$ cat config.mk
export PLATFORM = sky130hd
export DESIGN_NAME = bscan_pad_chain
export DESIGN_NICKNAME = d
export VERILOG_FILES = /design/src/rtl/bsr_pkg.sv /design/src/rtl/bsr_cell.sv /design/src/rtl/bsr_pad.sv /design/src/rtl/bscan_pad_chain.sv
export SDC_FILE = /design/constraint.sdc
export NUM_CORES = 1
export LEC_CHECK = 0
export BUFFER_PORTS_ARGS = -buffer_cell sky130_fd_sc_hd__buf_2
export CAP_MARGIN = 30
export CORE_UTILIZATION = 45
export DETAILED_ROUTE_END_ITERATION = 6
export PLACE_DENSITY = 0.66
export SETUP_SLACK_MARGIN = 0.2
export SLEW_MARGIN = 10
export SYNTH_ARGS = -nofsm -noshare
export SYNTH_HDL_FRONTEND = slang
export SYNTH_SLANG_ARGS = --single-unit
export TNS_END_PERCENT = 20
$ cat constraint.sdc
create_clock -name clk -period 1.5 [get_ports clk]
set_input_delay 0.3 -clock clk [delete_from_list [all_inputs] [get_ports clk]]
set_output_delay 0.3 -clock clk [all_outputs]
set_load 0.05 [all_outputs]
$ cat src/rtl/bsr_pkg.sv
package bsr_pkg;
   localparam int CELLS_PER_PAD = 3;
   localparam int RST_CELL      = 0;
   localparam int OFS_IN        = 1;
   localparam int OFS_OUT       = 2;
   localparam int OFS_OE        = 3;

   function automatic int chain_len(input int pads);
      return CELLS_PER_PAD * pads + 1;
   endfunction
endpackage

$ cat src/rtl/bsr_cell.sv
module bsr_cell #(
   parameter bit HAS_UPDATE = 1'b1
) (
   input  logic clk,
   input  logic rst_n,
   input  logic sel,
   input  logic capture,
   input  logic shift,
   input  logic update,
   input  logic par_in,
   input  logic shift_in,
   output logic shift_q,
   output logic upd_q
);
   always_ff @(posedge clk or negedge rst_n) begin
      if (!rst_n)                shift_q <= 1'b0;
      else if (sel && capture)   shift_q <= par_in;
      else if (sel && shift)     shift_q <= shift_in;
   end

   AST_CAPTURE_LOADS: assert property (@(posedge clk) disable iff (!rst_n)
      (sel && capture) |=> (shift_q == $past(par_in)));
   AST_SHIFT_MOVES: assert property (@(posedge clk) disable iff (!rst_n)
      (sel && shift && !capture) |=> (shift_q == $past(shift_in)));
   AST_IDLE_HOLDS: assert property (@(posedge clk) disable iff (!rst_n)
      (!sel) |=> $stable(shift_q));

   generate
      if (HAS_UPDATE) begin : g_upd
         logic upd_r;
         always_ff @(posedge clk or negedge rst_n) begin
            if (!rst_n)              upd_r <= 1'b0;
            else if (sel && update)  upd_r <= shift_q;
         end
         assign upd_q = upd_r;

         AST_UPD_HOLD: assert property (@(posedge clk) disable iff (!rst_n)
            !(sel && update) |=> $stable(upd_q));
         AST_UPD_LOAD: assert property (@(posedge clk) disable iff (!rst_n)
            (sel && update) |=> (upd_q == $past(shift_q)));
      end else begin : g_obs
         assign upd_q = 1'b0;
      end
   endgenerate
endmodule

$ cat src/rtl/bsr_pad.sv
module bsr_pad (
   input  logic clk,
   input  logic rst_n,
   input  logic sel,
   input  logic capture,
   input  logic shift,
   input  logic update,
   input  logic extest_en,
   input  logic intest_en,
   input  logic core_out,
   input  logic core_oe,
   input  logic pad_in,
   input  logic si,
   output logic so,
   output logic pad_out,
   output logic pad_oe,
   output logic core_in
);
   logic q_in, q_out, q_oe;
   logic u_in, u_out, u_oe;

   // shift order inside a pad: si -> enable cell -> output cell -> input cell -> so
   bsr_cell #(.HAS_UPDATE(1'b1)) u_oe_cell (
      .clk, .rst_n, .sel, .capture, .shift, .update,
      .par_in(core_oe), .shift_in(si), .shift_q(q_oe), .upd_q(u_oe));
   bsr_cell #(.HAS_UPDATE(1'b1)) u_out_cell (
      .clk, .rst_n, .sel, .capture, .shift, .update,
      .par_in(core_out), .shift_in(q_oe), .shift_q(q_out), .upd_q(u_out));
   bsr_cell #(.HAS_UPDATE(1'b1)) u_in_cell (
      .clk, .rst_n, .sel, .capture, .shift, .update,
      .par_in(pad_in), .shift_in(q_out), .shift_q(q_in), .upd_q(u_in));

   assign so      = q_in;
   assign pad_out = extest_en ? u_out : core_out;
   assign pad_oe  = extest_en ? u_oe  : core_oe;
   assign core_in = intest_en ? u_in  : pad_in;

   AST_EXT_STEADY: assert property (@(posedge clk) disable iff (!rst_n)
      (extest_en && $past(extest_en) && !$past(sel && update))
         |-> ($stable(pad_out) && $stable(pad_oe)));
   AST_INT_STEADY: assert property (@(posedge clk) disable iff (!rst_n)
      (intest_en && $past(intest_en) && !$past(sel && update))
         |-> $stable(core_in));
endmodule

$ cat src/rtl/bscan_pad_chain.sv
module bscan_pad_chain #(
   parameter int NUM_PADS = 4
) (
   input  logic                clk,
   input  logic                rst_n,
   input  logic                chain_sel,
   input  logic                capture_dr,
   input  logic                shift_dr,
   input  logic                update_dr,
   input  logic                extest_en,
   input  logic                intest_en,
   input  logic                tdi,
   output logic                tdo,
   input  logic [NUM_PADS-1:0] core_out,
   input  logic [NUM_PADS-1:0] core_oe,
   input  logic [NUM_PADS-1:0] pad_in,
   input  logic                rst_pin,
   output logic [NUM_PADS-1:0] pad_out,
   output logic [NUM_PADS-1:0] pad_oe,
   output logic [NUM_PADS-1:0] core_in,
   output logic                core_rst_in
);
   import bsr_pkg::*;

   localparam int CHAIN_LEN = chain_len(NUM_PADS);

   generate
      if (NUM_PADS < 1) begin : g_bad_pads
         $error("bscan_pad_chain: NUM_PADS must be at least 1");
      end
      if (CHAIN_LEN != CELLS_PER_PAD * NUM_PADS + 1) begin : g_bad_len
         $error("bscan_pad_chain: chain length mismatch");
      end
   endgenerate

   // link[p] is the serial output of pad p; link[NUM_PADS] is the chain head
   logic [NUM_PADS:0] link;
   assign link[NUM_PADS] = tdi;

   genvar p;
   generate
      for (p = 0; p < NUM_PADS; p++) begin : g_pad
         bsr_pad u_pad (
            .clk, .rst_n,
            .sel(chain_sel), .capture(capture_dr), .shift(shift_dr), .update(update_dr),
            .extest_en, .intest_en,
            .core_out(core_out[p]), .core_oe(core_oe[p]), .pad_in(pad_in[p]),
            .si(link[p+1]), .so(link[p]),
            .pad_out(pad_out[p]), .pad_oe(pad_oe[p]), .core_in(core_in[p]));
      end
   endgenerate

   logic rst_cell_q;
   logic rst_cell_unused;

   bsr_cell #(.HAS_UPDATE(1'b0)) u_rst_cell (
      .clk, .rst_n,
      .sel(chain_sel), .capture(capture_dr), .shift(shift_dr), .update(update_dr),
      .par_in(rst_pin), .shift_in(link[0]), .shift_q(rst_cell_q), .upd_q(rst_cell_unused));

   assign tdo         = rst_cell_q;
   assign core_rst_in = rst_pin;

   AST_TDO_FROM_CHAIN: assert property (@(posedge clk) disable iff (!rst_n)
      (chain_sel && shift_dr && !capture_dr) |=> (tdo == $past(link[0])));
   AST_TDO_CAPTURE: assert property (@(posedge clk) disable iff (!rst_n)
      (chain_sel && capture_dr) |=> (tdo == $past(rst_pin)));
   AST_RST_OBSERVE_ONLY: assert property (@(posedge clk) disable iff (!rst_n)
      (extest_en || intest_en) |-> (core_rst_in == rst_pin));
endmodule

# Word level (Yosys, flattened, before mapping)
# Index checks and enable logic that the tools add are counted.
totals:
  elab_cells: 67
  in_bits: 22
  out_inout_bits: 14
  regBits: 25
op_classes:
  n_reduce_logical: 4
  mux: 38
op_table:
  columns: ["op", "n"]
  rows:
  - ["$mux 1", 38]
  - ["$logic_and 1x1->1", 3]
  - ["$reduce_bool 2->1", 1]

# Logic depth before layout (Yosys ltp)
# Gate-level depths: netlist of the first run.
logic_depth:
  depth_word: 3
  mapped_depth: 3
  depth_no_buf: 2

# Cells and area by module
# Synthesis of the first run repeated with hierarchy kept, for this count alone.
hier_totals:
  hier_cells: 129
  area_unflattened_um2: 1415.1
modules_own_cells:
  columns: ["mod", "instances", "area_per_inst_um2", "cells_per_inst", "seq_area_each_um2"]
  rows:
  - ["bsr_cell at g_pad[0].u_pad.u_in_cell ...", 12, 100.1, 9, 50.0]
  - ["bsr_pad", 4, 33.8, 3, 0.0]
  - ["bsr_cell at u_rst_cell", 1, 71.3, 8, 25.0]
  - ["bscan_pad_chain", 1, 7.5, 1, 0.0]

# Worst setup path after synthesis of the first run
# No wires, ideal clock.
synth_timing:
  path_kind: "input to output"
  startpoint: "input extest_en"
  endpoint: "output pad_oe[0]"
  n_path_buf: 2
  cell_stages: 3
  t_required_ns: 1.200
  t_arrival_ns: 0.985
  slack_ns: 0.215
  path_cell_list: "buf_2 -> mux2_2 -> buf_4"
synth_between:
  elab_chain_cells: 1
synth_lines:
  columns: ["element", "line_no", "rtl"]
  rows:
  - ["start, declared", "bscan_pad_chain.sv:10", "input logic extest_en,"]
  - ["$mux 1", "bsr_pad.sv:35", "assign pad_oe = extest_en ? u_oe : core_oe;"]
  - ["end, declared", "bscan_pad_chain.sv:19", "output logic [NUM_PADS-1:0] pad_oe,"]
# Every way passes these cells.

# Worst setup path after layout of the first run
layout_timing:
  startpoint: "register g_pad[2].u_pad.u_oe_cell.g_upd.upd_r"
  endpoint: "output pad_oe[2]"
layout_between:
  elab_chain_cells: 1
layout_lines:
  columns: ["element", "line_no", "rtl"]
  rows:
  - ["start, declared", "bsr_cell.sv:30", "logic upd_r;"]
  - ["start signal, assigned", "bsr_cell.sv:33", "else if (sel && update) upd_r <= shift_q;"]
  - ["$mux 1", "bsr_pad.sv:35", null]
# Every way passes these cells.

==> impl_metrics.py, run 1 <==
metrics = {
    "outcome": {
        "status": "finished clean",
    },
    "grt": {
        "use_met1_pct": 25.04,
        "grt_overflow": 0,
        "met3_usage_pct": 1.978,
        "antenna_found_initial": 0,
        "use_met2_pct": 29.39,
        "busiest_layer": "met2",
        "grt_pass1_vias": 986,
        "grt_pass1_wl_um": 4623,
        "grt_usage_pct": 18.00,
        "grt_max_degree": 26,
    },
    "routing": {
        "dr.pass1.iters": 4,
        "route.detailed.drc": 0,
        "wirelength_um": 2889,
        "routedWlPerCell_um": 15.96,
        "dr.first_iter.drc_count": 20,
        "final_antenna_net_count": 0,
        "vias": 985,
        "vias_per_cell": 5.442,
    },
    "sta": {
        "hold_viol_final": 0,
        "fin_skew_ns": 0.01614,
        "tns_ns": 0,
        "maxSlewViolCount": 0,
        "rsz0062_at_grt": "yes",
        "min_period_ns": 1.459,
        "slew_headroom_pct": 61.60,
        "setup_viol": 0,
        "worstMarginPinSlew_ns": 0.5759,
        "post-route-period-util_pct": 97.26,
        "hold_slack_ns": 0.2657,
        "max_clock_freq_mhz": 685.4,
    },
    "synth": {
        "yosysWarnings": 0,
        "synth_top_cell_area_share_pct": 43.44,
        "yosysMostFrequentCell": "dfrtp_1",
        "syn_inst": 106,
        "ys_seq_area_share_pct": 43.44,
        "yosys.area_share.simple_pct": 14.68,
        "syn_nets": 128,
        "synth_compound_area_share_pct": 10.08,
        "synth_area_leaders": "dfrtp_1 (43%), mux2_2 (11%), mux2_4 (10%)",
        "synth_area_per_cell_um2": 13.59,
        "synthMuxAreaShare_pct": 21.37,
        "synth_top_family_by_area": "multiplexers",
        "synthXorXnorAreaFrac_pct": 0,
        "synth_seq_cells": 25,
        "synth_edf_count": 0,
        "synth_fa_ha_area_share_pct": 0,
        "synth-main-ff-cell": "dfrtp_1",
        "ys_types": 13,
        "async_reset_ff_share_pct": 100.0,
        "syn_area_um2": 1440,
        "synth_top_area_cell": "dfrtp_1",
        "synth_common_cells": "dfrtp_1 (25), buf_4 (14), mux2_2 (14)",
    },
    "power_and_ir_drop": {
        "p_per_area_nw_per_um2": 1138,
        "fin_total_pwr_mw": 2.029,
        "p_leak_nw": 0.8108,
        "ir_drop_v": 0.0005812,
    },
    "clock_tree": {
        "clk_path_buf_depth": 2,
        "clock_sinks": 25,
        "tritoncts": "yes",
        "clock_latency_ns": 0.32,
        "clkSlewWorstSetupHoldPaths_ns": 0.15,
        "htree_num_levels": 1,
        "root_buffer": "clkbuf_4",
        "cts_inserted_buffers": 3,
    },
    "layout": {
        "drive_gt1_share_pct": 60.58,
        "num_antenna_cells": 0,
        "area_growth_pct": 23.81,
        "fin_nets": 160,
        "finish.utilization_pct": 58.40,
    },
    "setup_path": {
        "r2r_slack_ns": 0.62,
        "cp_cell_sequence": "mux2_2 -> buf_6",
        "r2r_cells": 2,
        "slowest_delay_ns": 0.41,
        "path_buf_inv": 1,
        "critPathSlowestCell": "dfrtp_1",
        "path_delay_family": "flip-flops",
        "worstPathMaxFanout": 2,
        "end_kind": "primary output",
        "reg2reg_from": "g_pad[2].u_pad.u_oe_cell.upd_q$_DFFE_PN0P_",
        "path_class": "reg -> out",
        "worst_r2r_endpoint": "g_pad[2].u_pad.u_oe_cell.upd_q$_DFFE_PN0P_",
        "critPathArrivalTime_ns": 1.16,
        "critPathRequiredTime_ns": 1.20,
        "startpoint_type": "register",
    },
    "floorplan": {
        "start_util_pct": 47.17,
        "core_um2": 3053,
        "die_h_um": 58.57,
        "die_w_um": 58.57,
        "rows": 20,
        "dieArea_um2": 3430,
        "io_pins": 36,
    },
    "run": {
        "cap_violations": 0,
    },
    "worst_hold_path": {
        "min_from": "core_oe[1]",
        "min_path_cells": 2,
        "holdPathEnd": "g_pad[1].u_pad.u_oe_cell.shift_q$_DFFE_PN0P_",
        "min_path_type": "in -> reg",
    },
    "placement": {
        "port_buffers": 35,
        "gp_congestion": 0.7818,
        "dpl.hpwl_um": 1918,
    },
}
==> repair_timing <==
| action | CTS | global route |
|---|---|---|
| gates resized for setup | 24 | 16 |
| endpoints found under the setup margin | 12 | 12 |
| endpoints found under the hold margin | 25 | 0 |
| setup buffers | 1 | 6 |
| hold buffers | 1 | 0 |
==> metal layers <==
metal / vias up / routed length [µm] / share of wire (%)
met5: - / 0 / 0
met1: 502 / 1358 / 47
met2: 23 / 1387 / 48
met4: 0 / 52 / 1.8
met3: 6 / 90 / 3.1
li1: 454 / - / -
==> through the flow <==
stage | instances | area (µm²) | setup WS, ns
after global placement | 169 | 1558 | 0.1264
after CTS | 175 | 1678 | 0.03030
final | 181 | 1783 | 0.04103
after global routing | 181 | 1783 | -0.003283
after detailed placement | 169 | 1558 | 0.1074
after floorplan | 106 | 1440 | 0.2154
==> sequential cells by signal, indices dropped and copies added (netlist names) <==
signal	flops
g_pad.u_pad.u_out_cell.shift_q	4
g_pad.u_pad.u_oe_cell.upd_q	4
g_pad.u_pad.u_in_cell.shift_q	4
u_rst_cell.shift_q	1
g_pad.u_pad.u_out_cell.upd_q	4
g_pad.u_pad.u_oe_cell.shift_q	4
g_pad.u_pad.u_in_cell.upd_q	4
==> cell usage in the layout, fill, tap and decap left out, types with 4 or more instances in the layout <==
| cell | Yosys | layout |
|---|---|---|
| o211a_1 | 7 | 7 |
| nand4bb_1 | 13 | 13 |
| buf_4 | 14 | 12 |
| dfrtp_1 | 25 | 25 |
| o221a_2 | 6 | 6 |
| mux2_4 | 10 | 18 |
| buf_8 | 0 | 8 |
| mux2_2 | 14 | 6 |
| buf_2 | 3 | 23 |
| nand3b_1 | 7 | 7 |
| buf_6 | 2 | 4 |
==> power breakdown <==
part	switching, mW	leakage [nW]	internal [mW]
combinational	0.398	0.520	0.451
clock	0.205	0.0177	0.0998
sequential	0.0769	0.273	0.799
total	0.679	0.811	1.35
==> kinds of logic (layout without fill, tap and decap cells) <==
group	Yosys count	after routing
muxes	24	24
buffers and inverters	21	52
and+or+nand+nor	22	22
DFF	25	25
AOI/OAI and AO/OA	14	14
==> cell type report <==
class / instances / area, µm²
Sequential cell: 25 / 625.6
Clock inverter: 1 / 5.005
Tap cell: 44 / 55.05
Timing Repair Buffer: 48 / 380.4
Clock buffer: 3 / 22.52
Fill cell: 267 / 1270
Multi-Input combinational cell: 60 / 694.4
==> worst max path at each step <==
stage	startpoint	to	slack, ns	cells past startpoint
finish	g_pad[2].u_pad.u_oe_cell.upd_q$_DFFE_PN0P_	pad_oe[2]	0.04	2
floorplan	extest_en	pad_oe[0]	0.22	3
global placement	extest_en	pad_oe[2]	0.13	3
CTS	g_pad[0].u_pad.u_oe_cell.upd_q$_DFFE_PN0P_	pad_oe[0]	0.03	2
global route	g_pad[2].u_pad.u_oe_cell.upd_q$_DFFE_PN0P_	pad_oe[2]	-0.003	2
detailed placement	extest_en	pad_oe[0]	0.11	3
(Power assumes the default switching activity.)
==> run 2, diff against run 1 <==
Settings changed: ABC_AREA from default to 1.
==> run 2 against run 1 <==
Sequential share of layout area grew 2.6 points; hold slack lost 0.0059 ns; cell area shrank 6.9%; first-iteration DRC count grew 140%; synthesized cell count grew 92%; utilization shrank 4.0 points; routed wire length grew 9.7%; cell count grew 49%; non-clock buffer count shrank 6; critical path type unchanged.
==> impl_metrics.py, run 2 <==
metrics = {
    "synth": {
        "synth_top_cell_area_share_pct": 43.18,
        "async_reset_ff_share_pct": 100.0,
        "syn_area_um2": 1449,
        "synth_top_area_cell": "dfrtp_1",
        "yosysWarnings": 0,
        "synth_edf_count": 0,
        "ys_types": 11,
        "synth_area_leaders": "dfrtp_1 (43%), nand2_1 (23%), nand3_1 (13%)",
        "synth_common_cells": "nand2_1 (89), nand3_1 (39), dfrtp_1 (25)",
        "syn_nets": 225,
        "syn_inst": 203,
        "synth-main-ff-cell": "dfrtp_1",
        "ys_seq_area_share_pct": 43.18,
        "synth_area_per_cell_um2": 7.137,
        "synth_seq_cells": 25,
        "yosysMostFrequentCell": "nand2_1",
    },
    "floorplan": {
        "rows": 20,
        "io_pins": 36,
        "die_h_um": 58.74,
        "dieArea_um2": 3450,
        "start_util_pct": 47.46,
        "die_w_um": 58.74,
        "core_um2": 3053,
    },
    "routing": {
        "vias_per_cell": 4.729,
        "final_antenna_net_count": 0,
        "vias": 1272,
        "dr.pass1.iters": 4,
        "routedWlPerCell_um": 11.78,
        "dr.first_iter.drc_count": 48,
        "route.detailed.drc": 0,
        "wirelength_um": 3170,
    },
    "setup_path": {
        "critPathArrivalTime_ns": 1.06,
        "r2r_slack_ns": 0.72,
        "startpoint_type": "register",
        "worstPathMaxFanout": 2,
        "path_class": "reg -> out",
        "end_kind": "primary output",
        "r2r_cells": 4,
        "critPathRequiredTime_ns": 1.20,
    },
    "sta": {
        "slew_headroom_pct": 61.10,
        "max_clock_freq_mhz": 737.2,
        "worstMarginPinSlew_ns": 0.5835,
        "post-route-period-util_pct": 90.44,
        "maxSlewViolCount": 0,
        "rsz0062_at_grt": "yes",
        "setup_viol": 0,
        "hold_viol_final": 0,
        "min_period_ns": 1.357,
        "tns_ns": 0,
        "hold_slack_ns": 0.2598,
        "fin_skew_ns": 0.01757,
    },
    "worst_hold_path": {
        "min_path_cells": 5,
        "min_path_type": "in -> reg",
    },
    "grt": {
        "grt_overflow": 0,
        "grt_pass1_wl_um": 5168,
        "antenna_found_initial": 0,
        "grt_max_degree": 28,
        "grt_pass1_vias": 1107,
        "grt_usage_pct": 19.68,
    },
    "clock_tree": {
        "cts_inserted_buffers": 3,
        "tritoncts": "yes",
        "clock_sinks": 25,
        "clock_latency_ns": 0.33,
        "clkSlewWorstSetupHoldPaths_ns": 0.16,
        "htree_num_levels": 1,
        "root_buffer": "clkbuf_4",
        "clk_path_buf_depth": 2,
    },
    "placement": {
        "port_buffers": 35,
        "dpl.hpwl_um": 2232,
        "gp_congestion": 0.7794,
    },
    "layout": {
        "mostFrequentLayoutCells": "nand2_1 (89), nand3_1 (39), dfrtp_1 (25)",
        "fill_cells": 317,
        "final_common_cell": "nand2_1",
        "fin_nets": 248,
        "area_growth_pct": 14.59,
        "drive_gt1_share_pct": 22.22,
        "num_antenna_cells": 0,
        "finish.utilization_pct": 54.39,
    },
    "power_and_ir_drop": {
        "p_leak_nw": 0.9608,
        "fin_total_pwr_mw": 1.817,
        "ir_drop_v": 0.0004689,
        "p_per_area_nw_per_um2": 1094,
    },
    "outcome": {
        "status": "finished clean",
    },
    "run": {
        "cap_violations": 0,
    },
}
run 2: worst max-delay path, cell delays in order (launching register included):
cell and delay, ns:
dfrtp_1 0.41, nand2_1 0.06, o21ai_0 0.07, buf_4 0.19
run 2: final cells by class:
cell class	count	area [µm²]	share of cell area, %
Multi-Input combinational cell	142	618.1	37.23
Timing Repair Buffer	42	286.5	17.26
Inverter	12	45.04	2.713
Clock inverter	1	7.507	0.4521
Sequential cell	25	625.6	37.68
Tap cell	44	55.05	3.316
Clock buffer	3	22.52	1.356
run 2: logic make-up (layout without fill, tap and decap cells):
| family | after synthesis | in the layout | share of synthesized area (%) |
|---|---|---|---|
| AOI/OAI and AO/OA | 12 | 12 | 4.145 |
| DFF | 25 | 25 | 43.18 |
| buffers and inverters | 36 | 58 | 14.94 |
| and+or+nand+nor | 130 | 130 | 37.74 |
run 2: metrics by stage:
stage | setup slack, ns | instance area [µm²] | std cells
2_1_floorplan | 0.3926 | 1449 | 203
3_3_place_gp | 0.2548 | 1545 | 263
3_5_place_dp | 0.2514 | 1545 | 263
4_1_cts | 0.1370 | 1619 | 268
5_1_grt | 0.08617 | 1660 | 269
6_report | 0.1435 | 1660 | 269
run 2: worst paths after layout:
check	start	to
worst max-delay path	g_pad[1].u_pad.u_in_cell.upd_q$_DFFE_PN0P_	core_in[1]
worst min-delay path	tdi	g_pad[3].u_pad.u_oe_cell.shift_q$_DFFE_PN0P_
worst max register to register	g_pad[3].u_pad.u_in_cell.shift_q$_DFFE_PN0P_	g_pad[2].u_pad.u_oe_cell.shift_q$_DFFE_PN0P_
worst min register to register	g_pad[2].u_pad.u_out_cell.upd_q$_DFFE_PN0P_	g_pad[2].u_pad.u_out_cell.upd_q$_DFFE_PN0P_
max in group asynchronous	rst_n	g_pad[0].u_pad.u_out_cell.upd_q$_DFFE_PN0P_
min in group asynchronous	rst_n	u_rst_cell.shift_q$_DFFE_PN0P_
run 2: metal layers:
layer / part of all wire (%) / vias up / routed length [µm] / GRT usage (%)
li1: - / 673 / - / -
met1: 51 / 560 / 1625 / 29.61
met2: 43 / 37 / 1361 / 30.19
met3: 5.3 / 2 / 169 / 3.297
met4: 0.41 / 0 / 13 / 3.061
met5: 0 / - / 0 / 0
run 2: report_power, final:
| part | internal, mW | switching, mW |
|---|---|---|
| clock network | 0.102 | 0.221 |
| registers | 0.799 | 0.0826 |
| logic | 0.216 | 0.396 |
run 2: repair_timing:
item	in CTS	in global routing
endpoints found under the hold margin	25	0
buffers inserted	0	1
endpoints found under the setup margin	12	13
hold buffers	1	0
gates resized for setup	19	12
==> run 3, diff against run 2 <==
Settings changed: ABC_CLOCK_PERIOD_IN_PS from default to 1670, CELL_PAD_IN_SITES_DETAIL_PLACEMENT from default to 2, CELL_PAD_IN_SITES_GLOBAL_PLACEMENT from default to 2, CORE_UTILIZATION 45 to 31, PLACE_DENSITY 0.66 to 0.81.
Clock period 1.5 ns to 1.67 ns, I/O delays scaled along.
==> run 3 against run 2 <==
Cell area fell by 4.4%; register-to-register slack improved by 0.15 ns; critical path depth did not move; utilization fell by 18 points; first-iteration DRC count fell by 27%; clock skew fell by 0.016 ns; via count rose by 5.3%; global-route usage fell by 2.1 points; count of clock-buffer cells in the layout rose by 1; sequential share of layout area rose by 1.7 points; critical path type unchanged; largest power group unchanged.
==> impl_metrics.py, run 3 (synthesis gave the netlist of run 2 again) <==
metrics = {
    "power_and_ir_drop": {
        "ir_drop_v": 0.0002954,
        "p_int_mw": 1.035,
        "p_per_area_nw_per_um2": 1057,
        "seq_power_share_pct": 47.7,
        "power_switching_uw": 643.2,
        "p_leak_nw": 0.9320,
        "switching_share_pct": 38.32,
        "pwr-share-clk_pct": 22.2,
        "combPwrFrac_pct": 30.1,
    },
    "grt": {
        "met3_usage_pct": 2.020,
        "grt_usage_pct": 17.57,
        "grt_pass1_wl_um": 6920,
        "use_met2_pct": 26.88,
        "grt_pass1_vias": 1405,
        "grt_max_degree": 28,
        "busiest_layer": "met2",
        "use_met1_pct": 26.07,
        "antenna_found_initial": 0,
        "grt_overflow": 0,
    },
    "setup_path": {
        "startpoint_type": "register",
        "critPathArrivalTime_ns": 1.04,
        "path_class": "reg -> out",
        "worstPathMaxFanout": 2,
        "critPathRequiredTime_ns": 1.34,
        "end_kind": "primary output",
    },
    "routing": {
        "vias": 1339,
        "route.detailed.drc": 0,
        "vias_per_cell": 4.905,
        "wirelength_um": 4036,
        "routedWlPerCell_um": 14.78,
        "final_antenna_net_count": 0,
        "dr.pass1.iters": 4,
        "dr.first_iter.drc_count": 35,
    },
    "floorplan": {
        "dieArea_um2": 4951,
        "rows": 24,
        "io_pins": 36,
        "core_um2": 4414,
        "die_h_um": 70.37,
        "die_w_um": 70.37,
        "start_util_pct": 32.82,
    },
    "sta": {
        "post-route-period-util_pct": 82.56,
        "slew_headroom_pct": 59.82,
        "min_period_ns": 1.379,
        "tns_ns": 0,
        "worstMarginPinSlew_ns": 0.6028,
        "maxSlewViolCount": 0,
        "setup_viol": 0,
        "timing.final.ws_setup_ns": 0.2912,
        "max_clock_freq_mhz": 725.3,
        "fin_skew_ns": 0.001636,
        "hold_viol_final": 0,
        "rsz0062_at_grt": "no",
    },
    "outcome": {
        "status": "finished clean",
    },
    "placement": {
        "port_buffers": 35,
        "place_area_um2": 1540,
        "gp_congestion": 0.7244,
        "dp_slack_ns": 0.3290,
        "dpl.hpwl_um": 3045,
    },
    "clock_tree": {
        "cts_inserted_buffers": 3,
        "clkSlewWorstSetupHoldPaths_ns": 0.09,
        "clock_sinks": 25,
        "clk_path_buf_depth": 2,
        "clock_latency_ns": 0.27,
        "root_buffer": "clkbuf_8",
        "htree_num_levels": 1,
        "cts_setup_buffers": 0,
        "tritoncts": "yes",
    },
    "layout": {
        "num_antenna_cells": 0,
        "finish.utilization_pct": 35.97,
        "drive_gt1_share_pct": 19.46,
        "final_common_cell": "nand2_1",
        "area_growth_pct": 9.585,
        "fin_nets": 244,
        "finalInstanceArea_um2": 1588,
        "mostFrequentLayoutCells": "nand2_1 (89), nand3_1 (39), buf_2 (34)",
    },
    "run": {
        "cap_violations": 0,
    },
    "worst_hold_path": {
        "min_path_type": "in -> async",
    },
}
## run 3: per-stage QoR
step,hold slack [ns],instances,power [mW]
2_1_floorplan,0.03841,203,1.214
3_3_place_gp,0.3738,269,1.305
3_5_place_dp,0.3809,269,1.322
4_1_cts,0.07650,273,1.705
5_1_grt,0.09337,273,1.786
6_report,0.05497,273,1.678
## run 3: path summary, 6_finish.rpt
| check | start | to | slack [ns] | depth (start not counted) |
|---|---|---|---|---|
| hold reg to reg | g_pad[1].u_pad.u_oe_cell.upd_q$_DFFE_PN0P_ | g_pad[1].u_pad.u_oe_cell.upd_q$_DFFE_PN0P_ | 0.48 | 2 |
| setup / recovery | g_pad[3].u_pad.u_oe_cell.upd_q$_DFFE_PN0P_ | pad_oe[3] | 0.29 | 3 |
| hold / removal | rst_n | g_pad[3].u_pad.u_oe_cell.shift_q$_DFFE_PN0P_ | 0.05 | 1 |
| setup reg to reg | g_pad[2].u_pad.u_in_cell.shift_q$_DFFE_PN0P_ | g_pad[1].u_pad.u_oe_cell.shift_q$_DFFE_PN0P_ | 0.87 | 4 |
| max in group asynchronous | rst_n | g_pad[1].u_pad.u_in_cell.upd_q$_DFFE_PN0P_ | 1.22 | 1 |
| min in group clk | tdi | g_pad[3].u_pad.u_oe_cell.shift_q$_DFFE_PN0P_ | 0.35 | 5 |
## run 3: cell type report
| class | count | area, µm² |
|---|---|---|
| multi-input combinational | 142 | 606.8 |
| clock buffer | 4 | 45.04 |
| tap | 52 | 65.06 |
| inverter | 12 | 45.04 |
| timing repair buffer | 38 | 200.2 |
| fill | 554 | 2826 |
| sequential | 25 | 625.6 |
## run 3: power groups by stage
stage          Clock, mW  Sequential (mW)  Combinational [mW]
4_1_cts            0.389            0.803               0.513
3_5_place_dp           0            0.814               0.507
2_1_floorplan          0            0.801               0.413
6_report           0.373            0.801               0.505
5_1_grt            0.404            0.817               0.564
3_3_place_gp           0            0.811               0.493
## run 3: layer usage
layer | vias up | wire length [µm]
li1 | 662 | -
met1 | 650 | 2097
met3 | 5 | 106
met2 | 22 | 1789
met4 | 0 | 44
met5 | - | 0
## run 3: worst max-delay path: stages, from the launching register on
cell	delay (ns)
dfrtp_1	0.36
nand2_1	0.05
o21ai_0	0.07
buf_2	0.28
## run 3: timing repair
action / 4_1_cts / 5_1_grt
hold endpoints to repair: 0 / 0
endpoints found under the setup margin: 0 / 1
resized for setup: 0 / 1
hold buffers: 0 / 0
